## src/rtl/rpg_pkg.sv

```systemverilog
package rpg_pkg;
    typedef enum logic {
        OUT_PULSE  = 1'b0,
        OUT_SQUARE = 1'b1
    } out_mode_e;

    localparam int unsigned DEF_BASE_STEP = 256;
    localparam int unsigned DEF_MODULUS   = 78125;
endpackage

```

## src/rtl/rpg_accum.sv

```systemverilog
module rpg_accum #(
    parameter int unsigned STEP    = 256,
    parameter int unsigned MODULUS = 78125
) (
    input  logic clk,
    input  logic rst_n,
    output logic event_o,
    output logic pulse_o
);
    localparam int unsigned ACC_W   = $clog2(MODULUS + 1);
    localparam int unsigned DIFF_W  = ACC_W + 1;
    localparam int unsigned MIN_GAP = MODULUS / STEP;

    typedef struct packed {
        logic [ACC_W-1:0] rem;
        logic             pulse;
    } acc_state_t;

    acc_state_t        st_d, st_q;
    logic [DIFF_W-1:0] diff;
    logic [DIFF_W-1:0] wrapped;
    logic              borrow;

    // Subtract the step; the extra top bit is the borrow that marks an event.
    always_comb begin
        diff    = {1'b0, st_q.rem} - DIFF_W'(STEP);
        borrow  = diff[DIFF_W-1];
        wrapped = diff + DIFF_W'(MODULUS);
        st_d.rem   = borrow ? wrapped[ACC_W-1:0] : diff[ACC_W-1:0];
        st_d.pulse = borrow;
    end

    always_ff @(posedge clk or negedge rst_n) begin
        if (!rst_n) begin
            st_q.rem   <= ACC_W'(MODULUS - 1);
            st_q.pulse <= 1'b0;
        end else begin
            st_q <= st_d;
        end
    end

    assign event_o = borrow;
    assign pulse_o = st_q.pulse;

    // Spacing tracker for the gap check only.
    logic [ACC_W-1:0] gap_q;
    logic             seen_q;
    always_ff @(posedge clk or negedge rst_n) begin
        if (!rst_n) begin
            gap_q  <= '0;
            seen_q <= 1'b0;
        end else if (borrow) begin
            gap_q  <= ACC_W'(1);
            seen_q <= 1'b1;
        end else begin
            gap_q  <= gap_q + ACC_W'(1);
        end
    end

    assert_remainder_range_R8: assert property (@(posedge clk) disable iff (!rst_n)
        st_q.rem <= ACC_W'(MODULUS - 1));

    assert_single_width_R3: assert property (@(posedge clk) disable iff (!rst_n)
        st_q.pulse |=> !st_q.pulse);

    assert_event_gap_R4: assert property (@(posedge clk) disable iff (!rst_n)
        (borrow && seen_q) |-> (gap_q == ACC_W'(MIN_GAP) || gap_q == ACC_W'(MIN_GAP + 1)));
endmodule

```

## src/rtl/rpg_toggle.sv

```systemverilog
module rpg_toggle (
    input  logic clk,
    input  logic rst_n,
    input  logic adv_i,
    output logic level_o
);
    typedef struct packed {
        logic level;
    } tog_state_t;

    tog_state_t st_d, st_q;

    always_comb begin
        st_d.level = st_q.level ^ adv_i;
    end

    always_ff @(posedge clk or negedge rst_n) begin
        if (!rst_n) st_q.level <= 1'b0;
        else        st_q       <= st_d;
    end

    assign level_o = st_q.level;

    assert_toggle_on_event_R6: assert property (@(posedge clk) disable iff (!rst_n)
        adv_i |=> (level_o != $past(level_o)));

    assert_hold_without_event_R6: assert property (@(posedge clk) disable iff (!rst_n)
        !adv_i |=> $stable(level_o));
endmodule

```

## src/rtl/rate_pulse_gen.sv

```systemverilog
module rate_pulse_gen #(
    parameter int unsigned       BASE_STEP = rpg_pkg::DEF_BASE_STEP,
    parameter int unsigned       MODULUS   = rpg_pkg::DEF_MODULUS,
    parameter rpg_pkg::out_mode_e MODE     = rpg_pkg::OUT_PULSE
) (
    input  logic clk,
    input  logic rst_n,
    output logic pulse_o,
    output logic square_o
);
    localparam int unsigned STEP = (MODE == rpg_pkg::OUT_SQUARE) ? 2 * BASE_STEP : BASE_STEP;

    logic ev;

    rpg_accum #(
        .STEP    (STEP),
        .MODULUS (MODULUS)
    ) u_accum (
        .clk     (clk),
        .rst_n   (rst_n),
        .event_o (ev),
        .pulse_o (pulse_o)
    );

    generate
        if (MODE == rpg_pkg::OUT_SQUARE) begin : g_square
            rpg_toggle u_toggle (
                .clk     (clk),
                .rst_n   (rst_n),
                .adv_i   (ev),
                .level_o (square_o)
            );
        end else begin : g_pulse
            assign square_o = 1'b0;

            assert_square_idle_R7: assert property (@(posedge clk) disable iff (!rst_n)
                ev |=> !square_o);
        end
    endgenerate
endmodule

```

## config.mk

```make
export PLATFORM = sky130hd
export DESIGN_NAME = rate_pulse_gen
export DESIGN_NICKNAME = d
export VERILOG_FILES = /design/src/rtl/rpg_pkg.sv /design/src/rtl/rpg_accum.sv /design/src/rtl/rpg_toggle.sv /design/src/rtl/rate_pulse_gen.sv
export SDC_FILE = /design/constraint.sdc
export NUM_CORES = 1
export LEC_CHECK = 0
export ABC_CLOCK_PERIOD_IN_PS = 3050
export CORE_MARGIN = 2
export CORE_UTILIZATION = 30
export CTS_BUF_LIST = sky130_fd_sc_hd__clkbuf_16
export DETAILED_ROUTE_END_ITERATION = 6
export SETUP_SLACK_MARGIN = 0.3
export SLEW_MARGIN = 10
export SYNTH_ARGS = -nofsm -noshare
export SYNTH_HDL_FRONTEND = slang
export SYNTH_SLANG_ARGS = --single-unit
```

## constraint.sdc

```tcl
create_clock -name clk -period 3.05 [get_ports clk]
set_clock_uncertainty 0.2 [all_clocks]
set_input_delay 0.7625 -clock clk [delete_from_list [all_inputs] [get_ports clk]]
set_output_delay 0.7625 -clock clk [all_outputs]
set_load 0.01 [all_outputs]
```

==> metrics.md <==
| Metric | Value |
|---|---|
| Top_reg_cell synth | `dfrtp_1` |
| Gr usage total | `0.101` |
| Die X | `62.4 µm` |
| Flop and latch count out of synthesis | `18` |
| Largest net degree at the start of global routing | `19` |
| Simple-gate area share of the yosys netlist | `0.199` |
| Xor-xnor portion of the synthesized cell area | `0.110` |
| Final #Nets | `102` |
| Area post-placement | `1070 µm²` |
| Critical path's top delay family | `buffers and inverters` |
| Synth top area cells | `dfrtp_1, dfstp_2, xnor2_1` |
| Area delta synth->final | `12.0%` |
| Tightest Pin Transition | `0.798 ns` |
| Dpl hpwl | `1160 µm` |
| Vias | `640` |
| Adder-Cell Fraction of Synth Area | `0.0489` |
| Multiplexer share of the synthesized area | `0.0208` |
| Reg area | `459 µm²` |
| Sequential share of the synthesized area | `0.449` |
| Fill count | `346` |
| Commonest cells in the netlist | `dfrtp_1, nor2_1, dfstp_2, nand2_1, xnor2_1` |
| Combinational power share | `0.012` |
| Area leader, netlist | `dfrtp_1` |
| Initial DRC Count | `16` |
| Number of global-route vias before repair | `699` |
| Fin crit share | `0.677` |
| PostCTS Resize Cnt | `0` |
| Setup Total Neg Slack | `0 ns` |
| Setup Fix Bufs, Post-CTS | `0` |
| Slowest cell delay on critical path | `0.53 ns` |
| Clock transition at the registers of the reported paths | `0.05 ns` |
| # IOs | `4` |
| Post-synth top area share | `0.269` |
| CP Launch Type | `flip-flop` |
| CP Max Fanout | `1` |
| Worst skew pair latency | `0.25 ns` |
| Max Freq | `0.484 GHz` |
| Post-Syn Area per Cell | `11.1 µm²` |
| Initial core utilization | `0.309` |
| Unrepaired setup endpoints after global routing | `no` |
| CP Data Required Time | `2.09 ns` |
| Die Height | `62.4 µm` |
| CTS Buf Count | `3` |
| Pre-antenna DRT Iters | `2` |
| Pre-CTS setup slack | `1.04 ns` |
| DR WL/cell | `11.6 µm` |
| Final WS setup | `0.984 ns` |
| Slowest-stage cell, CP | `clkdlybuf4s50_1` |
| CTS root buf | `clkbuf_16` |
| Number of clock sinks | `18` |
| Max-slew headroom | `0.467` |
| Hold crit path type | `reg2reg` |
| Largest family of logic cells by synthesized area | `simple AND/OR/NAND/NOR gates` |
| # H-tree levels | `1` |
| Maximum VDD drop | `0.000160 V` |
| Sequential Power Share | `0.473` |
| First-pass GRT wire length | `3130 µm` |
| Crit path time final | `2.07 ns` |
| Pwr/cell area | `442 nW/µm²` |
| Initial antenna violation count | `0` |
| Worst-path cell chain | `clkdlybuf4s50_1` |
| Cells after synthesis | `92` |
| # setup viols final | `0` |
| Core Box Area | `3310 µm²` |
| Setup crit end kind | `primary output` |
| CTS tree | `yes` |
| Most common cell in the netlist | `dfrtp_1` |
| Global placer's final weighted congestion | `0.771` |
| Max-cap violation count | `0` |
| Leak Pwr | `0.484 nW` |
| WP data arrival | `1.10 ns` |
| Total internal power | `415 µW` |
| Site Rows | `21` |
| Post-synth EDFFs | `0` |
| Worst Path Buf+Inv | `1` |
| Clock Path Buffers | `2` |
| Final Instance Area | `1150 µm²` |
| ANT cells | `0` |
| Post-synthesis cell area | `1020 µm²` |
| Synth Area in Compound Gates | `0.120` |
| Final Hold Fails | `0` |
| Drt drc | `0` |
| Net Count, Synth | `98` |
| Post-Route WL | `1630 µm` |
| Placed Instances | `137` |
| Distinct cells, synth | `37` |
| Status | `completed` |
| P_sw | `91.5 µW` |
| Gr ovfl total | `0` |
| Ys Warns | `0` |
| Finished Layout Cells | `141` |
| Max Slew Vio Count | `0` |
| Die area | `3900 µm²` |
| ANT nets after route | `0` |
| Layout cells sized above 1 | `0.200` |
| Sw frac | `0.181` |
| Buffers on Ports | `2` |
| Via/cell ratio | `4.54` |
| Clock share of power | `0.515` |
| Multi-input logic area | `514 µm²` |
| Kind of critical path | `reg2out` |
| CTS hold repair buffers | `0` |
| Asr flop ratio synth | `1.00` |
[per-layer routing]
layer / track usage / up-vias / share of wire
li1: - / 324 / -
met1: 0.116 / 305 / 0.46
met2: 0.172 / 6 / 0.48
met3: 0.0234 / 5 / 0.030
met4: 0.0583 / 0 / 0.031
met5: 0 / - / 0
[power by group through the flow]
stage | Clock, mW | Combinational (mW) | Sequential, mW
after floorplan | 0 | 0.00149 | 0.243
after global routing | 0.279 | 0.00728 | 0.239
final | 0.261 | 0.00611 | 0.240
after global placement | 0 | 0.00633 | 0.243
after detailed placement | 0 | 0.00648 | 0.243
after CTS | 0.266 | 0.00649 | 0.239
[cells in the final DEF (no fill, tap or decap), drive strengths merged, types with 4 or more instances in the layout]
cell	instances
dfrtp	11
dfstp	7
ha	4
nand2	7
nor2	9
nor3	4
o21ai	4
xnor2	8
xor2	4
[final cells by class]
cell class,instances,area share
inverter,4,0.0142
sequential,18,0.401
multi-input combinational,67,0.449
tap,46,0.0502
clock buffer,3,0.0655
clock inverter,1,0.00328
timing repair buffer,2,0.0175
[registers in the layout, summed over array words and instances (netlist names)]
name,flops
u_accum.pulse_o,1
u_accum.st_q,17
[cell families after synthesis]
| logic type | count (synthesis) |
|---|---|
| simple gates | 33 |
| flops | 18 |
| fa+ha+maj | 4 |
| mux | 2 |
| xor+xnor | 12 |
| compound gates | 15 |
| buf+inv | 7 |
| other cells | 1 |
[metrics by stage]
stage | utilization | hold WS [ns] | power [mW]
CTS | 0.346 | 0.335 | 0.512
floorplan | - | 0.267 | 0.245
finish | 0.346 | 0.334 | 0.507
global placement | 0.322 | 0.322 | 0.250
global route | 0.346 | 0.339 | 0.525
detailed placement | 0.322 | 0.327 | 0.250
[final timing paths]
kind	to	start	cells past startpoint	slack (ns)
min in group asynchronous	u_accum.st_q[10]	rst_n	1	0.78
worst min-delay path	u_accum.st_q[4]	u_accum.st_q[4]	1	0.33
worst min register to register	u_accum.st_q[4]	u_accum.st_q[4]	1	0.33
worst max-delay path	pulse_o	u_accum.pulse_o	1	0.98
worst max register to register	u_accum.st_q[13]	u_accum.st_q[9]	6	1.04
max in group asynchronous	u_accum.st_q[2]	rst_n	1	1.37
Note: power is estimated with default switching activity, not from simulation.
